<file path="src/rtl/aem_pkg.sv">
package aem_pkg;

    typedef enum logic [2:0] {
        CMD_NONE  = 3'd0,
        CMD_INIT  = 3'd1,
        CMD_ENC   = 3'd2,
        CMD_NONCE = 3'd3,
        CMD_DEC   = 3'd4,
        CMD_TAG   = 3'd5
    } aem_cmd_e;

    function automatic logic cmd_known(input logic [2:0] c);
        return (c == CMD_INIT) || (c == CMD_ENC) || (c == CMD_NONCE) ||
               (c == CMD_DEC)  || (c == CMD_TAG);
    endfunction

endpackage

</file>
<file path="src/rtl/aem_seq.sv">
module aem_seq
    import aem_pkg::*;
#(
    parameter  int NBYTES      = 16,
    parameter  int RATE_BYTES  = 8,
    parameter  int NONCE_BYTES = 15,
    localparam int IDX_W       = $clog2(NBYTES)
) (
    input  logic             clk,
    input  logic             rst_n,
    input  logic             push_i,
    input  logic [2:0]       cmd_i,
    input  logic             done_i,
    output logic             ready_o,
    output logic             accept_o,
    output logic             last_o,
    output logic [IDX_W-1:0] idx_o,
    output logic [2:0]       cmd_o,
    output logic             start_o,
    output logic             busy_o
);

    typedef struct packed {
        logic [IDX_W-1:0] idx;
        logic [2:0]       cmd;
        logic             busy;
        logic             start;
    } seq_t;

    seq_t r_q, r_d;

    logic [2:0]       eff_cmd;
    logic [IDX_W-1:0] lim_m1;
    logic             acc;
    logic             last;

    always_comb begin
        eff_cmd = (r_q.idx == '0) ? cmd_i : r_q.cmd;
        case (eff_cmd)
            CMD_NONCE: lim_m1 = IDX_W'(NONCE_BYTES - 1);
            CMD_TAG:   lim_m1 = IDX_W'(NBYTES - 1);
            default:   lim_m1 = IDX_W'(RATE_BYTES - 1);
        endcase
        acc  = push_i && !r_q.busy && cmd_known(eff_cmd);
        last = acc && (r_q.idx == lim_m1);

        r_d       = r_q;
        r_d.start = 1'b0;
        if (acc) begin
            if (r_q.idx == '0) begin
                r_d.cmd = eff_cmd;
            end
            r_d.idx = last ? '0 : r_q.idx + 1'b1;
            if (last && (eff_cmd != CMD_TAG)) begin
                r_d.busy  = 1'b1;
                r_d.start = 1'b1;
            end
        end
        if (r_q.busy && done_i) begin
            r_d.busy = 1'b0;
        end
    end

    always_ff @(posedge clk) begin
        if (!rst_n) begin
            r_q <= '0;
        end else begin
            r_q <= r_d;
        end
    end

    assign ready_o  = !r_q.busy;
    assign accept_o = acc;
    assign last_o   = last;
    assign idx_o    = r_q.idx;
    assign cmd_o    = eff_cmd;
    assign start_o  = r_q.start;
    assign busy_o   = r_q.busy;

    AST_START_PULSE: assert property (@(posedge clk) disable iff (!rst_n)
        r_q.start |=> !r_q.start);
    AST_START_BUSY: assert property (@(posedge clk) disable iff (!rst_n)
        r_q.start |-> r_q.busy);
    AST_NO_ACCEPT_BUSY: assert property (@(posedge clk) disable iff (!rst_n)
        r_q.busy |-> !acc);
    AST_IDLE_AFTER_DONE: assert property (@(posedge clk) disable iff (!rst_n)
        (r_q.busy && done_i) |=> !r_q.busy);
    AST_UNKNOWN_IGNORED: assert property (@(posedge clk) disable iff (!rst_n)
        (push_i && (r_q.idx == '0) && !cmd_known(cmd_i)) |=> (r_q.idx == '0));

endmodule

</file>
<file path="src/rtl/aem_lane.sv">
module aem_lane
    import aem_pkg::*;
#(
    parameter int W = 8
) (
    input  logic [2:0]   cmd_i,
    input  logic [W-1:0] din_i,
    input  logic [W-1:0] st_i,
    output logic [W-1:0] dout_o,
    output logic [W-1:0] wr_o
);

    logic [W-1:0] fb;

    always_comb begin
        // INIT masks the state feedback with AND gating
        fb     = st_i & {W{cmd_i != CMD_INIT}};
        dout_o = din_i ^ fb;
        // DEC stores the incoming ciphertext byte, all others the XOR result
        wr_o   = (cmd_i == CMD_DEC) ? din_i : dout_o;
    end

endmodule

</file>
<file path="src/rtl/aem_state.sv">
module aem_state #(
    parameter  int NBYTES     = 16,
    parameter  int RATE_BYTES = 8,
    parameter  int W          = 8,
    localparam int IDX_W      = $clog2(NBYTES),
    localparam int BLK_W      = NBYTES * W
) (
    input  logic             clk,
    input  logic             rst_n,
    input  logic             wr_en_i,
    input  logic [IDX_W-1:0] idx_i,
    input  logic [W-1:0]     wr_byte_i,
    input  logic             dom_en_i,
    input  logic [W-1:0]     dom_i,
    input  logic             clr_low_i,
    input  logic             load_i,
    input  logic [BLK_W-1:0] load_data_i,
    output logic [BLK_W-1:0] st_o,
    output logic [W-1:0]     rd_byte_o
);

    // element g holds stream byte NBYTES-1-g (byte 0 is most significant)
    logic [W-1:0]     st_q [NBYTES];
    logic [W-1:0]     st_d [NBYTES];
    logic [IDX_W-1:0] rd_pos;

    for (genvar g = 0; g < NBYTES; g++) begin : g_byte
        localparam int   K       = NBYTES - 1 - g;
        localparam logic IS_LOW  = (K >= RATE_BYTES);
        localparam logic IS_LAST = (K == NBYTES - 1);
        logic [W-1:0] nxt;

        always_comb begin
            nxt = st_q[g];
            if (load_i) begin
                nxt = load_data_i[g*W +: W];
            end else begin
                if (clr_low_i && IS_LOW) begin
                    nxt = '0;
                end
                if (wr_en_i && (idx_i == IDX_W'(K))) begin
                    nxt = wr_byte_i;
                end
                if (dom_en_i && IS_LAST) begin
                    nxt = nxt ^ dom_i;
                end
            end
            st_d[g] = nxt;
        end

        assign st_o[g*W +: W] = st_q[g];
    end

    always_comb begin
        rd_pos    = IDX_W'(NBYTES - 1) - idx_i;
        rd_byte_o = st_q[rd_pos];
    end

    always_ff @(posedge clk) begin
        if (!rst_n) begin
            for (int i = 0; i < NBYTES; i++) st_q[i] <= '0;
        end else begin
            for (int i = 0; i < NBYTES; i++) st_q[i] <= st_d[i];
        end
    end

    AST_LOAD_TAKES_BLOCK: assert property (@(posedge clk) disable iff (!rst_n)
        load_i |=> (st_o == $past(load_data_i)));

endmodule

</file>
<file path="src/rtl/aem_wrap.sv">
module aem_wrap
    import aem_pkg::*;
#(
    parameter  int         NBYTES      = 16,
    parameter  int         RATE_BYTES  = 8,
    parameter  int         NONCE_BYTES = 15,
    parameter  int         W           = 8,
    parameter  logic [7:0] DOM_AD      = 8'h01,
    parameter  logic [7:0] DOM_NONCE   = 8'h02,
    parameter  logic [7:0] DOM_MSG     = 8'h03,
    localparam int         IDX_W       = $clog2(NBYTES),
    localparam int         BLK_W       = NBYTES * W
) (
    input  logic             clk,
    input  logic             rst_n,
    input  logic             push_i,
    input  logic [2:0]       cmd_i,
    input  logic [W-1:0]     din_i,
    output logic             ready_o,
    output logic [W-1:0]     dout_o,
    output logic             start_o,
    output logic [BLK_W-1:0] blk_in_o,
    input  logic             done_i,
    input  logic [BLK_W-1:0] blk_out_i
);

    typedef struct packed {
        logic [W-1:0] dout;
    } wrap_t;

    wrap_t r_q, r_d;

    logic             acc, last, busy, load;
    logic [IDX_W-1:0] idx;
    logic [2:0]       cmd;
    logic [W-1:0]     st_byte, lane_dout, lane_wr, dom;
    logic             wr_en, dom_en, clr_low, is_tag;

    aem_seq #(
        .NBYTES     (NBYTES),
        .RATE_BYTES (RATE_BYTES),
        .NONCE_BYTES(NONCE_BYTES)
    ) i_seq (
        .clk     (clk),
        .rst_n   (rst_n),
        .push_i  (push_i),
        .cmd_i   (cmd_i),
        .done_i  (done_i),
        .ready_o (ready_o),
        .accept_o(acc),
        .last_o  (last),
        .idx_o   (idx),
        .cmd_o   (cmd),
        .start_o (start_o),
        .busy_o  (busy)
    );

    aem_lane #(.W(W)) i_lane (
        .cmd_i (cmd),
        .din_i (din_i),
        .st_i  (st_byte),
        .dout_o(lane_dout),
        .wr_o  (lane_wr)
    );

    always_comb begin
        is_tag  = (cmd == CMD_TAG);
        wr_en   = acc && !is_tag;
        dom_en  = last && !is_tag;
        clr_low = last && (cmd == CMD_INIT);
        load    = busy && done_i;
        case (cmd)
            CMD_INIT:  dom = DOM_AD;
            CMD_NONCE: dom = DOM_NONCE;
            default:   dom = DOM_MSG;
        endcase
        r_d      = r_q;
        if (acc) begin
            r_d.dout = lane_dout;
        end
    end

    always_ff @(posedge clk) begin
        if (!rst_n) begin
            r_q <= '0;
        end else begin
            r_q <= r_d;
        end
    end

    aem_state #(
        .NBYTES    (NBYTES),
        .RATE_BYTES(RATE_BYTES),
        .W         (W)
    ) i_state (
        .clk        (clk),
        .rst_n      (rst_n),
        .wr_en_i    (wr_en),
        .idx_i      (idx),
        .wr_byte_i  (lane_wr),
        .dom_en_i   (dom_en),
        .dom_i      (dom),
        .clr_low_i  (clr_low),
        .load_i     (load),
        .load_data_i(blk_out_i),
        .st_o       (blk_in_o),
        .rd_byte_o  (st_byte)
    );

    assign dout_o = r_q.dout;

    AST_HOLD_BLOCK: assert property (@(posedge clk) disable iff (!rst_n)
        (busy && !done_i) |=> $stable(blk_in_o));
    AST_START_ON_BUSY: assert property (@(posedge clk) disable iff (!rst_n)
        $rose(busy) |-> start_o);
    AST_READY_AFTER_DONE: assert property (@(posedge clk) disable iff (!rst_n)
        (busy && done_i) |=> ready_o);
    AST_DOUT_HOLD: assert property (@(posedge clk) disable iff (!rst_n)
        !acc |=> $stable(dout_o));
    AST_TAG_NO_CALL: assert property (@(posedge clk) disable iff (!rst_n)
        (acc && is_tag) |=> (!start_o && $stable(blk_in_o)));

endmodule

</file>
<file path="config.mk">
export PLATFORM = sky130hd
export DESIGN_NAME = aem_wrap
export DESIGN_NICKNAME = d
export VERILOG_FILES = /design/src/rtl/aem_pkg.sv /design/src/rtl/aem_seq.sv /design/src/rtl/aem_lane.sv /design/src/rtl/aem_state.sv /design/src/rtl/aem_wrap.sv
export SDC_FILE = /design/constraint.sdc
export NUM_CORES = 1
export LEC_CHECK = 0
export BUFFER_PORTS_ARGS = -buffer_cell sky130_fd_sc_hd__buf_2
export CAP_MARGIN = 20
export CORE_UTILIZATION = 51
export DETAILED_ROUTE_END_ITERATION = 6
export GPL_TIMING_DRIVEN = 0
export PLACE_DENSITY = 0.8
export SLEW_MARGIN = 5
export SYNTH_ARGS = -nofsm -noshare
export SYNTH_HDL_FRONTEND = slang
export SYNTH_SLANG_ARGS = --single-unit
</file>
<file path="constraint.sdc">
create_clock -name clk -period 3.4 [get_ports clk]
set_clock_uncertainty 0.1 [all_clocks]
set_input_delay 0.68 -clock clk [delete_from_list [all_inputs] [get_ports clk]]
set_output_delay 0.68 -clock clk [all_outputs]
set_load 0.1 [all_outputs]
</file>
Yosys cells after proc, flatten, opt, wreduce, memory -nomap -nowiden --
Memories as Yosys holds them, arrays and structs flattened. Cells that the tools add are included.
Storage, ports and cells: latch bits 0, flip-flop bits (word level) 17, RAM bits 128, memories kept 1, output and inout bits 138, bits of input ports 143, memory bits (read-only) 0, logic and storage cells 152
Cells by class: reduce and logical (&&, ||, !) cells 35, order comparisons 0, muxes and demuxes 66, equal/unequal tests 23, add/sub/neg operators 2, $mul 0, bitwise operators 20, shifts and indexed selects 0, div/mod/pow operators 0
Memories:
- i_state.st_q | words 16, width 8, rd ports 17, clocked after Yosys merged registers in 0, wr ports 16, RTL line aem_state.sv:23 | logic [W-1:0] st_q [NBYTES];
Operators by type and width (number):
- 8-bit two-way mux | 59
- 4-bit == test, second input constant | 8
- 1-bit logical AND | 24
- 4-bit by 3-bit == test with 1-bit output, second input constant | 4
- 1-bit bitwise OR | 16
- 8-bit AND | 1
- 4-bit by 2-bit == test with 1-bit output, second input constant | 2
- 4-bit case mux with 2 select lines | 1
- 8-bit by 2-bit bitwise XOR with 8-bit output | 1
- 8-bit bitwise XOR | 1
- 3-bit by 2-bit == test with 1-bit output, second input constant | 2
- 3-bit == test, second input constant | 2
- 2-bit AND reduction | 3
- 4-bit by 1-bit adder with 4-bit output, second input constant | 1
- 4-bit by 1-bit == test with 1-bit output, second input constant | 1
- 4-bit == test | 1
- 4-bit logical NOT | 1
- 1-bit logical OR | 4
- 4-bit two-way mux | 1
- 2-bit case mux with 2 select lines | 1
- 4-bit subtractor, first input constant | 1
- 3-bit by 1-bit == test with 1-bit output, second input constant | 1
- 1-bit two-way mux | 3
- 3-bit two-way mux | 1
- 5 further kinds | 6

Longest topological paths before layout --
Gate-level depths: netlist of the first run.
depth after elaboration 17, gate-level depth with buffers 11, gate-level depth less buffers 8

Cells and area by module --
A second synthesis of the first run with hierarchy kept.
Second synthesis, totals: cell total of the unflattened synthesis 939, area total of the unflattened synthesis 8325.5 µm²
By module, submodules not included:
- aem_state | area an instance 7035.5 µm², cells an instance 781, instances 1, seq. area each 2562.5 µm²
- aem_seq | area an instance 696.9 µm², cells an instance 89, instances 1, seq. area each 180.2 µm²
- aem_wrap | area an instance 354.1 µm², cells an instance 34, instances 1, seq. area each 160.2 µm²
- aem_lane | area an instance 239.0 µm², cells an instance 35, instances 1, seq. area each 0.0 µm²

Worst setup path before layout of the first run --
No wires, ideal clock.
path kind register -> register, start register i_seq.r_q, in the netlist i_seq.idx_o[0], end memory i_state.st_q[0][1], clock period less this slack 2901 ps, arrival 2738 ps, setup slack 499 ps, path buffers 2, setup time 62 ps, required time 3238 ps, stages on the path, launching flop included 11, cell sequence dfxtp_1 > buf_2 > inv_1 > ha_1 > nor3b_2 > mux2_2 > buf_4 > a311oi_4 > a211oi_1 > or4_1 > nand3_1
RTL lines:
- start: declaration | RTL line aem_seq.sv:30 | seq_t r_q, r_d;
- start signal: assignment | RTL line aem_seq.sv:68 | r_q <= r_d;
- end: declaration | RTL line aem_state.sv:23

==> results of run 1 <==
[worst paths after layout]
check                                  startpoint                          endpoint  slack, ns  cells past startpoint
setup / recovery      i_seq.idx_o[0]$_SDFFE_PN0N_   i_state.st_q[2][4]$_SDFFE_PN0P_       0.09                     11
hold / removal                      blk_out_i[84]  i_state.st_q[10][4]$_SDFFE_PN0P_       0.34                      2
setup reg to reg      i_seq.idx_o[0]$_SDFFE_PN0N_   i_state.st_q[2][4]$_SDFFE_PN0P_       0.09                     11
hold reg to reg   i_state.st_q[0][4]$_SDFFE_PN0P_   i_state.st_q[0][4]$_SDFFE_PN0P_       0.41                      2
[cell families (layout without fill, tap and decap cells)]
| group | Yosys count | in the layout | share of synthesized area [%] |
|---|---|---|---|
| muxes | 50 | 50 | 12.7 |
| adders and majority gates | 4 | 4 | 0.619 |
| and+or+nand+nor | 259 | 259 | 17.6 |
| DFF | 145 | 145 | 35.9 |
| buffers and inverters | 93 | 404 | 5.45 |
| AOI/OAI and AO/OA | 300 | 300 | 24.9 |
| xor gates and xnor gates | 22 | 22 | 2.85 |
[final cells by class]
cell class	instances	area (um2)	share of cell area, %
inverters	9	33.8	0.323
multi-input cells	635	4780	45.7
clock buffers	20	467	4.46
well taps	211	264	2.52
repair buffers	279	1400	13.4
flip-flops and latches	145	2900	27.8
plain buffers	84	412	3.94
clock inverters	12	203	1.94
[registers in the layout, indices dropped and copies added (netlist names)]
signal and cells:
i_seq.start_o 1, dout_o 8, i_seq.idx_o 4, i_seq.r_q 3, i_state.st_q 128, i_seq.busy_o 1
[stage by stage]
stage	setup WS, ns	setup TNS, ns
6_report	0.0855	0
5_1_grt	0.00459	0
4_1_cts	0.000720	0
3_5_place_dp	-0.203	-1.75
3_3_place_gp	-0.214	-2.23
2_1_floorplan	0.499	0
[critical path, cell delays in order (launching register included)]
cell and delay (ns):
dfxtp_1 0.36, clkbuf_4 0.25, inv_2 0.16, ha_2 0.27
nor3b_4 0.35, mux2_2 0.39, buf_4 0.20, a311oi_4 0.31
a21oi_4 0.17, buf_4 0.22, a32oi_1 0.28, a21oi_1 0.10
[cells in the mapped netlist, types with 5 or more instances]
cell type	instances	area (um2)
a32oi_1	35	307
xor2_1	10	87.6
or2_2	26	163
o21ai_0	36	180
inv_1	7	26.3
o211ai_1	20	150
mux2i_1	6	60.1
a22oi_1	28	210
o22ai_1	12	75.1
buf_4	9	67.6
mux4_2	36	811
nand2_1	40	150
a2bb2oi_1	7	61.3
a21oi_1	100	500
and2_1	8	50.1
nand2b_1	32	200
clkbuf_1	47	176
nor3_1	17	85.1
nor2_1	23	86.3
a21o_1	18	135
nand3_1	58	290
buf_2	22	110
xor2_2	5	81.3
nand4_1	24	150
xnor2_1	7	61.3
a31oi_1	22	138
dfxtp_1	145	2900
nand2_2	5	31.3
[timing repair]
item | CTS | global route
hold endpoints to repair | 0 | 0
setup buffers | 1 | 0
gates resized for setup | 4 | 8
setup endpoints to repair | 47 | 112
gates cloned | 0 | 0
pin swaps | 1 | 0
[metal layers]
layer	vias to the layer above	global-route usage [%]	share of wire, %
met3	140	8.93	13
met1	4389	55.6	38
li1	3941	-	-
met4	0	22.8	5.7
met2	885	62.1	43
met5	-	0	0
[report_power, final]
group	switching [uW]	internal [uW]	leakage, uW
Sequential	39.1	1750	0.00117
Combinational	868	374	0.00282
Clock	786	1360	0.000315
==> results_dict.tcl, run 1 <==
set metrics [dict create \
    coreArea_um2 15300 \
    start_util_pct 52.8 \
    stdcell_count 1395 \
    grt_overflow 0 \
    drv_cap 0 \
    synth_nets 1020 \
    cts_buffers 17 \
    clk_latency_ns 0.44 \
    final_common_cell "buf_2" \
    mostFrequentLayoutCells "buf_2 (298), dfxtp_1 (145), a21oi_1 (100)" \
    holdBufCountCts 0 \
    synth_area_per_cell_um2 9.26 \
    grt_pass1_wl_um 50000 \
    finalWeightedCongestion 1.01 \
    clock_sinks 145 \
    fill_cells 1261 \
    max_freq_mhz 302 \
    p_per_area_nw_per_um2 495 \
    cts_buffer_depth 2 \
    arrival_ns 3.51 \
    first_pass_iters 6 \
    placed_cells 1362 \
    die_area_um2 16400 \
    crit_path_max_fanout 10 \
    end_kind "register" \
    clockRootBuffer "clkbuf_16" \
    worst_slew_pin_slew_ns 0.886 \
    via_per_inst 6.71 \
    antenna_found_initial 0 \
    grt_pass1_vias 8352 \
    post_dp_cell_area_um2 9740 \
    cts_tree "done" \
    timing.final.crit_share_pct 97.5 \
    final_antenna_net_count 0 \
    ys_ff_latch 145 \
    cts-htree-levels 4 \
    grt_max_degree 17 \
    die_x_um 128 \
    holdWs_ns 0.339 \
    drive_above_1_share_pct 37.8 \
    routedWlPerCell_um 24.3 \
    n_antenna_cell 0 \
    die_h_um 128 \
    yosysSeqAreaShare_pct 35.9 \
    crit_type "register to register" \
    postLayoutCoreUtil_pct 68.3 \
    ir_drop_v 0.000390 \
    final_nets 1318 \
    synth_area_um2 8080 \
    cts.clk_slew.worst_paths_ns 0.06 \
    relSlewSlack_pct 40.5 \
    drv_slew 0 \
    vias 9355 \
    finalSetupViolations 0 \
    cp.required_ns 3.59 \
    syn_inst 873 \
    dp_hpwl_um 25600 \
    grt_usage_pct 41.4 \
    pin_count 281 \
    synth_cell_types 66 \
    critPathLaunchType "register" \
    power_uw 5180 \
    status "finished, final reports clean" \
    initialDrtViolationCount 1372 \
    final_hold_viol_count 0 \
    syn2layout_area_growth_pct 29.4 \
    p_leak_uw 0.00430 \
    fin_area_um2 10500 \
    drc 0 \
    portBuffers 278 \
    hold_path_class "input pin to register" \
    period_needed_ns 3.31 \
    synth_edf_count 0 \
    async_reset_ff_share_pct 0 \
    ys.flop_type "dfxtp_1" \
    ys_warn_count 0 \
    finalWirelength_um 33900 \
    rsz0062_at_grt "false" \
    num_rows 45 \
]
No activity file was read; power rests on OpenSTA's default activity.
==> inputs of run 2 (changes only) <==
- CORE_ASPECT_RATIO: unset -> 1.2
==> results_dict.tcl, run 2 (synthesis gave the netlist of run 1 again) <==
set metrics [dict create \
    ir_drop_v 0.000322 \
    p_int_uw 3350 \
    postLayoutCoreUtil_pct 67.1 \
    worst_hold_path.endpoint "i_state.st_q[9][5]$_SDFFE_PN0P_" \
    power_switching_uw 1670 \
    critPathLaunchType "register" \
    max_freq_mhz 306 \
    final_antenna_net_count 0 \
    die_x_um 117 \
    end_kind "register" \
    start_util_pct 52.1 \
    hold_path_class "input pin to register" \
    crit_type "register to register" \
    holdBufCountCts 0 \
    timing.final.crit_share_pct 96.1 \
    fill_cells 1358 \
    antenna_found_initial 2 \
    status "finished, violations left" \
    timing.critical_path.mode_cell "buf_4" \
    grt_usage_pct 41.9 \
    preCtsSetupSlack_ns -0.233 \
    p_per_area_nw_per_um2 482 \
    multiInputGateArea_um2 4770 \
    placed_cells 1359 \
    ff2ff_setup_slack_ns 0.13 \
    first_pass_iters 7 \
    num_rows 50 \
    cpPeakStageDelay_ns 0.38 \
    timing.rr.end "i_state.st_q[2][5]$_SDFFE_PN0P_" \
    finalWeightedCongestion 1.01 \
    rsz0062_at_grt "false" \
    period_needed_ns 3.27 \
    final_common_cell "buf_2" \
    failed_checks "DRC" \
    grt_max_degree 17 \
    cts.clk_slew.worst_paths_ns 0.06 \
    sw_frac_of_total_pct 33.3 \
    crit_path_max_fanout 10 \
    min-delay-start "blk_out_i[77]" \
    finalSetupViolations 0 \
    pin_count 281 \
    pwr-share-comb_pct 24.9 \
    setup_ws_ns 0.132 \
    grt_pass1_vias 8766 \
    clockRootBuffer "clkbuf_16" \
    coreArea_um2 15500 \
    largest_register_ffs 128 \
    cts_tree "done" \
    drive_above_1_share_pct 37.7 \
    die_h_um 140 \
    cts_buffer_depth 2 \
    cpMaxStageDelayCell "mux2_2" \
    drc 2 \
    grt_pass1_wl_um 50300 \
    arrival_ns 3.46 \
    portBuffers 278 \
    syn2layout_area_growth_pct 28.9 \
    r2r_start "i_seq.idx_o[1]$_SDFFE_PN0N_" \
    top_register "i_state.st_q" \
    finalWirelength_um 34300 \
    clock_sinks 145 \
    crit_chain "clkbuf_4 -> clkinvlp_4 -> ha_2 -> nor3b_4 -> mux2_2 -> buf_4 -> a311oi_4 -> a21oi_4 -> buf_4 -> a32oi_1 -> a21oi_1" \
    drv_slew 0 \
    relSlewSlack_pct 34.3 \
    vias 9411 \
    p_leak_uw 0.00430 \
    fin_setup_tns_ns 0 \
    cp_num_buf_inv 4 \
    clk_latency_ns 0.44 \
    initialDrtViolationCount 1390 \
    cp.required_ns 3.60 \
    drv_cap 0 \
    stdcell_count 1394 \
    die_area_um2 16400 \
    grt_overflow 0 \
    routedWlPerCell_um 24.6 \
    via_per_inst 6.75 \
    dp_hpwl_um 25800 \
    final_hold_viol_count 0 \
    worst_slew_pin_slew_ns 0.978 \
    clkPwrFrac_pct 39.5 \
    pwr-share-seq_pct 35.6 \
    r2r_cells 11 \
    mostFrequentLayoutCells "buf_2 (296), dfxtp_1 (145), a21oi_1 (100)" \
    cp_top_family "buffers and inverters" \
    cts-htree-levels 4 \
    holdWs_ns 0.333 \
    regArea_um2 2900 \
    whs_path_depth 2 \
    final_nets 1319 \
    cts_buffers 17 \
]
run 2: area by class of cell:
class                      count  share of cell area (%)
clock inverter                10                    1.26
buffer                        83                    3.97
inverter                       9                   0.360
timing repair buffer         281                    13.6
clock buffer                  22                    4.65
antenna                        1                  0.0240
sequential                   145                    27.9
multi-input combinational    635                    45.8
tap                          208                    2.50
run 2: power by group through the flow:
stage / clock (uW) / sequential, uW / combinational, uW
6_report: 1980 / 1790 / 1250
3_5_place_dp: 0 / 1820 / 1190
2_1_floorplan: 0 / 2100 / 561
3_3_place_gp: 0 / 1820 / 1180
4_1_cts: 1970 / 1790 / 1210
5_1_grt: 2030 / 1790 / 1300
run 2: worst max-delay path by stage:
stage                           startpoint                                to  slack, ns  cells past startpoint
3_3_place_gp   i_seq.idx_o[0]$_SDFFE_PN0N_  i_state.st_q[11][4]$_SDFFE_PN0P_      -0.18                     10
2_1_floorplan  i_seq.idx_o[0]$_SDFFE_PN0N_     i_state.st_q[0][1]$_SDFF_PN0_       0.50                     10
3_5_place_dp   i_seq.idx_o[1]$_SDFFE_PN0N_  i_state.st_q[11][3]$_SDFFE_PN0P_      -0.23                     10
4_1_cts        i_seq.idx_o[1]$_SDFFE_PN0N_   i_state.st_q[4][4]$_SDFFE_PN0P_       0.05                     11
5_1_grt        i_seq.idx_o[0]$_SDFFE_PN0N_   i_state.st_q[4][4]$_SDFFE_PN0P_       0.05                     11
6_report       i_seq.idx_o[1]$_SDFFE_PN0N_   i_state.st_q[2][5]$_SDFFE_PN0P_       0.13                     11
run 2: what timing repair did:
action / CTS / global route
gates resized for setup: 4 / 8
setup buffers: 2 / 1
pin swaps: 1 / 0
endpoints found under the setup margin: 56 / 66
run 2: layer usage:
metal | wire (um) | GRT usage [%] | vias to the layer above
met5 | 0 | 0 | -
met4 | 2580 | 29.0 | 0
met3 | 4300 | 11.6 | 174
met2 | 15300 | 63.4 | 863
met1 | 12100 | 51.1 | 4436
li1 | - | - | 3938
run 2: stage by stage:
stage | instance area (um2) | power (uW)
6_report | 10400 | 5020
5_1_grt | 10400 | 5120
4_1_cts | 10400 | 4960
3_5_place_dp | 9730 | 3010
3_3_place_gp | 9730 | 3000
2_1_floorplan | 8080 | 2660
